### config.mk
export PLATFORM = sky130hd
export DESIGN_NAME = adc_scan_seq
export DESIGN_NICKNAME = d
export VERILOG_FILES = /design/src/rtl/adc_scan_pkg.sv /design/src/rtl/adc_scan_regs.sv /design/src/rtl/adc_scan_stab_timer.sv /design/src/rtl/adc_scan_fsm.sv /design/src/rtl/adc_scan_seq.sv
export SDC_FILE = /design/constraint.sdc
export NUM_CORES = 1
export LEC_CHECK = 0
export BUFFER_PORTS_ARGS = -buffer_cell sky130_fd_sc_hd__buf_4
export CORE_ASPECT_RATIO = 2
export CORE_UTILIZATION = 44
export CTS_CLUSTER_SIZE = 28
export DETAILED_ROUTE_END_ITERATION = 8
export GPL_TIMING_DRIVEN = 1
export PLACE_DENSITY = 0.74
export SYNTH_ARGS = -nofsm -noshare
export SYNTH_HDL_FRONTEND = slang
export SYNTH_SLANG_ARGS = --single-unit
### constraint.sdc
create_clock -name clk -period 2 [get_ports clk]
set_input_delay 0.4 -clock clk [delete_from_list [all_inputs] [get_ports clk]]
set_output_delay 0.4 -clock clk [all_outputs]
set_load 0.01 [all_outputs]
### src/rtl/adc_scan_pkg.sv
package adc_scan_pkg;

    typedef enum logic [2:0] {
        ST_STOP      = 3'd0,
        ST_STANDBY   = 3'd1,
        ST_STABILIZE = 3'd2,
        ST_LAUNCH    = 3'd3,
        ST_CONVERT   = 3'd4
    } scan_state_e;

    // Decoded control events, already resolved for priority
    typedef struct packed {
        logic wake;     // stop -> standby
        logic halt;     // enable cleared
        logic quiesce;  // start bit cleared
        logic restart;  // abort and return to first channel
        logic arm;      // trigger accepted in standby
    } scan_evt_t;

endpackage

### src/rtl/adc_scan_regs.sv
module adc_scan_regs
    import adc_scan_pkg::*;
#(
    parameter int GRP_W = 1
) (
    input  logic             clk,
    input  logic             rst_n,
    input  logic             we_enable,
    input  logic             enable_wdata,
    input  logic             we_start,
    input  logic             start_wdata,
    input  logic             we_group,
    input  logic [GRP_W-1:0] group_wdata,
    input  logic             hw_trig,
    input  scan_state_e      state,
    output logic             enable_q,
    output logic [GRP_W-1:0] group_q,
    output scan_evt_t        evt
);

    logic active;
    logic standby;
    logic abort_src;

    assign active  = (state == ST_LAUNCH) || (state == ST_CONVERT);
    assign standby = (state == ST_STANDBY);

    always_ff @(posedge clk or negedge rst_n) begin
        if (!rst_n) begin
            enable_q <= 1'b0;
            group_q  <= '0;
        end else begin
            if (we_enable) enable_q <= enable_wdata;
            if (we_group)  group_q  <= group_wdata;
        end
    end

    // Register writes outrank the trigger: halt, then quiesce, then restart/arm
    assign abort_src = hw_trig || we_group || (we_start && start_wdata);

    always_comb begin
        evt         = '0;
        evt.wake    = we_enable && enable_wdata && !enable_q;
        evt.halt    = we_enable && !enable_wdata;
        evt.quiesce = we_start && !start_wdata && !evt.halt;
        evt.restart = active && abort_src && !evt.halt && !evt.quiesce;
        evt.arm     = standby && hw_trig && !evt.halt && !evt.quiesce;
    end

endmodule

### src/rtl/adc_scan_stab_timer.sv
module adc_scan_stab_timer #(
    parameter int STAB_CYCLES = 8
) (
    input  logic clk,
    input  logic rst_n,
    input  logic load,
    input  logic run,
    output logic expired
);

    localparam int CNT_W = (STAB_CYCLES > 1) ? $clog2(STAB_CYCLES + 1) : 1;
    localparam logic [CNT_W-1:0] LOAD_VAL = CNT_W'(STAB_CYCLES - 1);

    logic [CNT_W-1:0] cnt_q;

    always_ff @(posedge clk or negedge rst_n) begin
        if (!rst_n) begin
            cnt_q <= '0;
        end else if (load) begin
            cnt_q <= LOAD_VAL;
        end else if (run && (cnt_q != '0)) begin
            cnt_q <= cnt_q - 1'b1;
        end
    end

    assign expired = (cnt_q == '0);

endmodule

### src/rtl/adc_scan_fsm.sv
module adc_scan_fsm
    import adc_scan_pkg::*;
#(
    parameter int SCAN_LEN = 4,
    parameter int DATA_W   = 10,
    localparam int IDX_W   = (SCAN_LEN > 1) ? $clog2(SCAN_LEN) : 1
) (
    input  logic              clk,
    input  logic              rst_n,
    input  scan_evt_t         evt,
    input  logic              stab_expired,
    input  logic              conv_done,
    input  logic [DATA_W-1:0] conv_data,
    output scan_state_e       state,
    output logic [IDX_W-1:0]  idx,
    output logic              conv_start,
    output logic              conv_cancel,
    output logic              irq,
    output logic [DATA_W-1:0] result,
    output logic              busy
);

    localparam logic [IDX_W-1:0] LAST_IDX = IDX_W'(SCAN_LEN - 1);

    scan_state_e state_q;
    scan_state_e state_d;
    logic        active;
    logic        abort;
    logic        accept;

    assign active = (state_q == ST_LAUNCH) || (state_q == ST_CONVERT);
    assign abort  = evt.halt || evt.quiesce || evt.restart;
    assign accept = (state_q == ST_CONVERT) && conv_done && !abort;

    // next-state decode
    always_comb begin
        state_d = state_q;
        unique case (state_q)
            ST_STOP: begin
                if (evt.wake) state_d = ST_STANDBY;
            end
            ST_STANDBY: begin
                if (evt.halt)     state_d = ST_STOP;
                else if (evt.arm) state_d = ST_STABILIZE;
            end
            ST_STABILIZE: begin
                if (evt.halt)         state_d = ST_STOP;
                else if (evt.quiesce) state_d = ST_STANDBY;
                else if (stab_expired) state_d = ST_LAUNCH;
            end
            ST_LAUNCH: begin
                if (evt.halt)         state_d = ST_STOP;
                else if (evt.quiesce) state_d = ST_STANDBY;
                else if (evt.restart) state_d = ST_LAUNCH;
                else                  state_d = ST_CONVERT;
            end
            ST_CONVERT: begin
                if (evt.halt)         state_d = ST_STOP;
                else if (evt.quiesce) state_d = ST_STANDBY;
                else if (evt.restart) state_d = ST_LAUNCH;
                else if (conv_done)   state_d = ST_LAUNCH;
            end
            default: state_d = ST_STOP;
        endcase
    end

    // state register
    always_ff @(posedge clk or negedge rst_n) begin
        if (!rst_n) state_q <= ST_STOP;
        else        state_q <= state_d;
    end

    // registered outputs
    always_ff @(posedge clk or negedge rst_n) begin
        if (!rst_n) begin
            idx         <= '0;
            conv_cancel <= 1'b0;
            irq         <= 1'b0;
            result      <= '0;
        end else begin
            conv_cancel <= active && abort;
            irq         <= accept;
            if (accept) result <= conv_data;
            if (evt.arm || evt.restart) begin
                idx <= '0;
            end else if (accept) begin
                idx <= (idx == LAST_IDX) ? '0 : idx + 1'b1;
            end
        end
    end

    assign state      = state_q;
    assign conv_start = (state_q == ST_LAUNCH);
    assign busy       = (state_q == ST_STABILIZE) || active;

endmodule

### src/rtl/adc_scan_seq.sv
module adc_scan_seq
    import adc_scan_pkg::*;
#(
    parameter int GROUPS      = 2,
    parameter int SCAN_LEN    = 4,
    parameter int DATA_W      = 10,
    parameter int STAB_CYCLES = 8,
    localparam int GRP_W = (GROUPS > 1) ? $clog2(GROUPS) : 1,
    localparam int IDX_W = (SCAN_LEN > 1) ? $clog2(SCAN_LEN) : 1,
    localparam int CH_W  = ((GROUPS * SCAN_LEN) > 1) ? $clog2(GROUPS * SCAN_LEN) : 1
) (
    input  logic              clk,
    input  logic              rst_n,
    input  logic              cfg_we_enable,
    input  logic              cfg_enable,
    input  logic              cfg_we_start,
    input  logic              cfg_start,
    input  logic              cfg_we_group,
    input  logic [GRP_W-1:0]  cfg_group,
    input  logic              hw_trig,
    output logic              conv_start,
    output logic              conv_cancel,
    output logic [CH_W-1:0]   conv_chan,
    input  logic              conv_done,
    input  logic [DATA_W-1:0] conv_data,
    output logic [DATA_W-1:0] result,
    output logic              irq,
    output logic              enabled,
    output logic              busy,
    output logic [GRP_W-1:0]  group
);

    scan_state_e      fsm_state;
    scan_evt_t        evt;
    logic [IDX_W-1:0] idx;
    logic             stab_expired;

    adc_scan_regs #(.GRP_W(GRP_W)) u_regs (
        .clk          (clk),
        .rst_n        (rst_n),
        .we_enable    (cfg_we_enable),
        .enable_wdata (cfg_enable),
        .we_start     (cfg_we_start),
        .start_wdata  (cfg_start),
        .we_group     (cfg_we_group),
        .group_wdata  (cfg_group),
        .hw_trig      (hw_trig),
        .state        (fsm_state),
        .enable_q     (enabled),
        .group_q      (group),
        .evt          (evt)
    );

    adc_scan_stab_timer #(.STAB_CYCLES(STAB_CYCLES)) u_stab (
        .clk     (clk),
        .rst_n   (rst_n),
        .load    (evt.arm),
        .run     (fsm_state == ST_STABILIZE),
        .expired (stab_expired)
    );

    adc_scan_fsm #(.SCAN_LEN(SCAN_LEN), .DATA_W(DATA_W)) u_fsm (
        .clk          (clk),
        .rst_n        (rst_n),
        .evt          (evt),
        .stab_expired (stab_expired),
        .conv_done    (conv_done),
        .conv_data    (conv_data),
        .state        (fsm_state),
        .idx          (idx),
        .conv_start   (conv_start),
        .conv_cancel  (conv_cancel),
        .irq          (irq),
        .result       (result),
        .busy         (busy)
    );

    assign conv_chan = CH_W'(group * SCAN_LEN) + CH_W'(idx);

endmodule

==> summary.md, run 1 <==
| Metric | Value |
|---|---|
| Yosys cell types | `32` |
| I/O pin cnt | `39` |
| Worst reg2reg setup slack | `260 ps` |
| Syn_area_per_cell | `approximately 11 um2` |
| Synthesis-to-layout area growth | `32.2%` |
| Clock transition at path regs | `approximately 80 ps` |
| Delay-heaviest family, CP | `simple AND/OR/NAND/NOR gates` |
| Worst Hold Class | `in -> async` |
| Iter 0 DRT Violations | `41` |
| Post-synthesis cell area | `between 0.001 and 0.0015 mm2` |
| Leading area contributor after synthesis | `dfrtp_1` |
| PostCTS Resize Cnt | `0` |
| Die Width | `38.3 um` |
| Number of CTS-inserted buffers | `3` |
| Rel. slew slack | `69.0%` |
| Vias per std cell | `5.54` |
| Worst path arrival time | `1360 ps` |
| Met1 Track Usage GR | `20.2%` |
| Clk Tree Root Cell | `clkbuf_8` |
| Die ar. | `0.00285 mm2` |
| Worst r2r src | `u_fsm.state[0]` |
| Final hold violation count | `0` |
| DP Wirelength | `1980 um` |
| #FFs+latches synth | `23` |
| First-pass iteration count of the detailed router | `6` |
| Top cell type's share of synthesized area | `between 40 and 50%` |
| GRT Max-Usage Layer | `met2` |
| Hold buffer count at CTS | `0` |
| DRC viols | `0` |
| Fin. max-slew vios | `0` |
| Sequential share of the synthesized area | `49.7%` |
| H-tree Lvls | `1` |
| Final nets | `172` |
| Maximum clock insertion buffer count | `2` |
| Status | `finished clean` |
| Worst reg2reg path depth | `4` |
| Pin count of the biggest net entering global routing | `24` |
| WL final | `2470 um` |
| Asr flop ratio synth | `100%` |
| Leakage power | `0.000770 uW` |
| Crit-path cells | `or3b_1 > nand2_1 > buf_4` |
| Critical path type | `reg -> out` |
| Sink Count | `23` |
| Max VDD drop | `0.505 mV` |
| Total power draw | `between 1000 and 1500 uW` |
| Max Cap Violations | `0` |
| Vias in the first global route | `around 960` |
| Worst-Margin Slew | `464 ps` |
| Worst setup EP type | `primary output` |
| Grt met2 use | `a little over a third` |
| IO buf count | `38` |
| FMAX | `567 MHz` |
| Clk_lat worst skew | `260 ps` |
| Die Y | `around 75 um` |
| Worst Slack Setup Final | `235 ps` |
| Worst EP required | `1600 ps` |
| Ant diodes | `0` |
| Final worst path period share | `88.2%` |
| RR Endpoint | `u_fsm.result[6]` |
| Met3 Use GR | `1.79%` |
| Final ANT Viol Nets | `0` |
| TritonCTS clock tree | `built` |
| Post-layout min period | `1760 ps` |
| Setup violators final | `0` |
| EDFF count, synth | `0` |
| Setup_tns | `0 ps` |
| Critical path buffers and inverters | `1` |
| Setup WS pre-CTS | `54.3 ps` |
| CP max-delay cell | `or3b_1` |
| Final estimated routing congestion in global placement | `around 0.84` |
| Worst Path Max Fanout | `6` |
| Clock Skews | `0.717 ps` |
| Initial antenna violation count | `0` |
| Top FF cell, synth | `dfrtp_1` |
| Wire per inst | `14.0 um` |
| Yosys warnings | `0` |
| Core Area | `0.00254 mm2` |
| Detailed-route via count | `980` |
| Global-route wire length before repair | `between 3000 and 4000 um` |
| # Post-CTS Setup Buffers | `0` |
| Unrepaired setup endpoints after global routing | `no` |
| Layout cell share with drive strength beyond 1 | `40.3%` |
| Tot GR Track Use | `19.2%` |
| Grt ovf | `0` |
| FP Rows | `26` |
| Starting Density | `between 40% and 50%` |
| Mapped Cells | `108` |
| Cell Pwr Density | `915 mW/mm2` |
| Syn Nets | `130` |
| CP startpoint kind | `flop` |
| Critical Path Max Stage Delay | `500 ps` |
| Main area contributors after synthesis | `dfrtp_1 50%, mux2_2 11%, nor3_1 2.6%` |
## layout by cell type (no fill, tap or decap), types with 3 or more instances in the layout
cell type,instances
buf_4,42
clkbuf_8,3
dfrtp_1,23
inv_1,7
mux2_2,11
nand2_1,6
nand2b_1,4
nor2_1,6
nor3_1,6
nor3b_1,3
o21ai_0,6
or3_1,3
## cell families (layout without fill, tap and decap cells)
family / count (synthesis) / after routing / synth area share [%]
AO/OA/AOI/OAI: 19 / 19 / 10.8
XOR/XNOR: 2 / 2 / 1.51
adder cells (fa/ha/maj): 2 / 2 / 2.16
buffers and inverters: 13 / 54 / 6.26
flip-flops: 23 / 23 / 49.7
multiplexers: 11 / 11 / 10.7
AND/OR/NAND/NOR: 38 / 38 / 18.9
## cell usage after synthesis (2+ instances only)
cell type	number
nand2b_1	4
mux2_2	11
a21oi_1	2
buf_6	2
nor3_1	6
o211ai_1	2
dfrtp_1	23
nor2_1	6
ha_1	2
nand3_1	2
or3_1	3
nand2_1	6
nor3b_1	3
a211oi_1	2
and2_1	2
o21ai_0	6
inv_1	7
buf_4	2
nor2b_1	2
a22o_1	2
nor4_1	2
## registers in the layout (all words and copies together) (netlist names)
signal / cells
u_fsm.result: 10
u_fsm.conv_cancel: 1
u_fsm.idx: 2
u_regs.group_q: 1
u_fsm.irq: 1
u_regs.enable_q: 1
u_stab.cnt_q: 4
u_fsm.state: 3
## routing by layer
metal,share of wire [%],wire (um),vias to the layer above
met3,4.4,108,8
met5,0,0,-
met4,3.2,79,0
met2,56,1370,38
met1,37,910,469
li1,-,-,465
## metrics by stage
stage / hold slack (ps) / instance area [um2] / std cells / utilization [%]
floorplan: 104 / 1160 / 108 / -
global placement: 304 / 1480 / 173 / 58.4
detailed placement: 306 / 1480 / 173 / 58.4
CTS: 17.6 / 1530 / 177 / 60.4
global route: 25.9 / 1530 / 177 / 60.4
finish: 12.5 / 1530 / 177 / 60.4
## how the worst max path moves through the flow
stage                   start              end  slack [ps]  cells past startpoint
2_1_floorplan    cfg_we_group  u_fsm.result[0]         150                      4
3_3_place_gp     cfg_we_group  u_fsm.result[6]         100                      5
3_5_place_dp     cfg_we_group  u_fsm.result[4]          50                      5
4_1_cts        u_fsm.state[0]             busy         220                      3
5_1_grt        u_fsm.state[0]             busy         200                      3
6_report       u_fsm.state[0]             busy         240                      3
## layout make-up
type / count / area, um2
Inverter: 7 / 26.3
Multi-Input combinational cell: 72 / 510
Fill cell: 233 / 1010
Sequential cell: 23 / 576
Tap cell: 28 / 35.0
Clock buffer: 3 / 41.3
Clock inverter: 1 / 7.51
Timing Repair Buffer: 43 / 335
## power by group
part	internal, uW	switching [uW]
sequential	538	42.6
clock	141	149
combinational	257	274
total	936	466
Power figures use the tool's default switching activity.
==> inputs of run 2 (changes only) <==
Settings changed: CELL_PAD_IN_SITES_DETAIL_PLACEMENT from default to 0, CELL_PAD_IN_SITES_GLOBAL_PLACEMENT from default to 1, CORE_UTILIZATION 44 to 33, PLACE_DENSITY 0.74 to default, PLACE_DENSITY_LB_ADDON from default to 0.1.
==> summary.md, run 2 (synthesized netlist as in run 1, its figures left out) <==
| Metric | Value |
|---|---|
| Worst path arrival time | `1380 ps` |
| Clock transition at path regs | `about 90 ps` |
| Worst r2r src | `u_fsm.state[0]` |
| Worst Path Max Fanout | `6` |
| Maximum clock insertion buffer count | `2` |
| Worst reg2reg setup slack | `280 ps` |
| Max Cap Violations | `0` |
| Hold buffer count at CTS | `0` |
| Final ANT Viol Nets | `0` |
| FP Rows | `30` |
| CP startpoint kind | `flop` |
| Worst setup EP type | `primary output` |
| Number of CTS-inserted buffers | `3` |
| Setup violators final | `0` |
| DP Wirelength | `2150 um` |
| Synthesis-to-layout area growth | `33.9%` |
| Core Area | `approximately 0.0034 mm2` |
| Post-layout min period | `1780 ps` |
| Vias per std cell | `5.33` |
| Wire per inst | `14.6 um` |
| Ant diodes | `0` |
| Unrepaired setup endpoints after global routing | `no` |
| Cell Pwr Density | `904 mW/mm2` |
| Max FFs per register | `10` |
| FMAX | `560 MHz` |
| PostCTS Resize Cnt | `0` |
| Final estimated routing congestion in global placement | `0.788` |
| Worst-Margin Slew | `around 450 ps` |
| Die ar. | `between 0.003 and 0.004 mm2` |
| CP startpoint | `u_fsm.state[0]` |
| Detailed-route via count | `986` |
| Filler cells | `about 330` |
| First-pass iteration count of the detailed router | `8` |
| Leakage power | `just under 0.0008 uW` |
| Vias in the first global route | `989` |
| Final worst path period share | `89.2%` |
| Rel. slew slack | `70.3%` |
| Commonest non-fill, non-tap cell in the layout | `buf_4` |
| TritonCTS clock tree | `built` |
| Worst reg2reg path depth | `4` |
| Fin. max-slew vios | `0` |
| Tot GR Track Use | `between 15 and 20%` |
| Failing checks | `DRC` |
| Final nets | `176` |
| Die Width | `43.9 um` |
| WL final | `2710 um` |
| Dpl cells | `181` |
| Clock Skews | `8.05 ps` |
| CP Capture Point | `busy` |
| H-tree Lvls | `1` |
| Clk_lat worst skew | `260 ps` |
| Iter 0 DRT Violations | `39` |
| Sink Count | `23` |
| Layout Cells excl Fill | `185` |
| IO buf count | `38` |
| Worst Hold Class | `in -> async` |
| Setup_tns | `0 ps` |
| Final hold violation count | `0` |
| RR Endpoint | `u_fsm.result[5]` |
| Global-route wire length before repair | `approximately 4500 um` |
| Grt ovf | `0` |
| DRC viols | `3` |
| Die Y | `85.8 um` |
| Critical path type | `reg -> out` |
| Pin count of the biggest net entering global routing | `24` |
| Clk Tree Root Cell | `clkbuf_8` |
| Starting Density | `between 30% and 40%` |
| Initial antenna violation count | `0` |
| Layout cell share with drive strength beyond 1 | `41.8%` |
| Worst EP required | `1600 ps` |
| Biggest register | `u_fsm.result` |
| Status | `finished, violations left` |
| Most frequent cells in the layout | `47 x buf_4, 23 x dfrtp_1, 11 x mux2_2` |
| # Post-CTS Setup Buffers | `0` |
| Max VDD drop | `between 0.4 and 0.5 mV` |
| I/O pin cnt | `39` |
[run 2: cell types whose count changed in the layout (fill, tap and decap cells not counted), sizes merged]
cell,delta
buf,+4
clkinv,+1
clkinvlp,-1
[run 2: layout make-up]
| cell class | count | area [um2] | share of cell area [%] |
|---|---|---|---|
| Clock buffer | 3 | 41.3 | 2.66 |
| Multi-Input combinational cell | 72 | 510 | 32.9 |
| Clock inverter | 1 | 5.00 | 0.323 |
| Timing Repair Buffer | 47 | 353 | 22.7 |
| Inverter | 7 | 26.3 | 1.69 |
| Tap cell | 32 | 40.0 | 2.58 |
| Sequential cell | 23 | 576 | 37.1 |
[run 2: metrics by stage]
| step | cell area, um2 | setup slack (ps) | utilization [%] | power [uW] | hold slack, ps |
|---|---|---|---|---|---|
| 5_1_grt | 1550 | 146 | 45.9 | 1510 | 18.3 |
| 6_report | 1550 | 215 | 45.9 | 1400 | 11.6 |
| 3_5_place_dp | 1510 | 89.4 | 44.6 | 1130 | 316 |
| 3_3_place_gp | 1510 | 116 | 44.6 | 1120 | 307 |
| 2_1_floorplan | 1160 | 151 | - | 929 | 104 |
| 4_1_cts | 1550 | 201 | 45.9 | 1420 | 19.5 |
[run 2: worst min-delay path by stage]
| stage | from | cells after the start | slack (ps) | to |
|---|---|---|---|---|
| after global placement | rst_n | 1 | 310 | u_fsm.result[0] |
| after detailed placement | rst_n | 1 | 320 | u_fsm.result[8] |
| after CTS | rst_n | 1 | 20 | u_fsm.result[8] |
| after floorplan | rst_n | 0 | 100 | u_fsm.conv_cancel |
| final | rst_n | 1 | 10 | u_fsm.result[8] |
| after global routing | rst_n | 1 | 20 | u_fsm.result[8] |
[run 2: layer usage]
metal	GRT usage, %	up-vias	wire (um)
met5	0	-	0
met4	6.61	0	25
met2	29.6	24	1520
met1	17.7	492	1060
met3	1.89	2	105
li1	-	468	-
[run 2: critical path, stage by stage, from the launching register on]
cell and delay (ps):
dfrtp_1 380, or3b_1 500, nand2_1 120, buf_4 120
[run 2: power by group]
group          internal, uW  switching, uW  leakage (uW)
clock network           139            150     0.0000255
registers               538           42.5      0.000301
logic                   259            274      0.000465
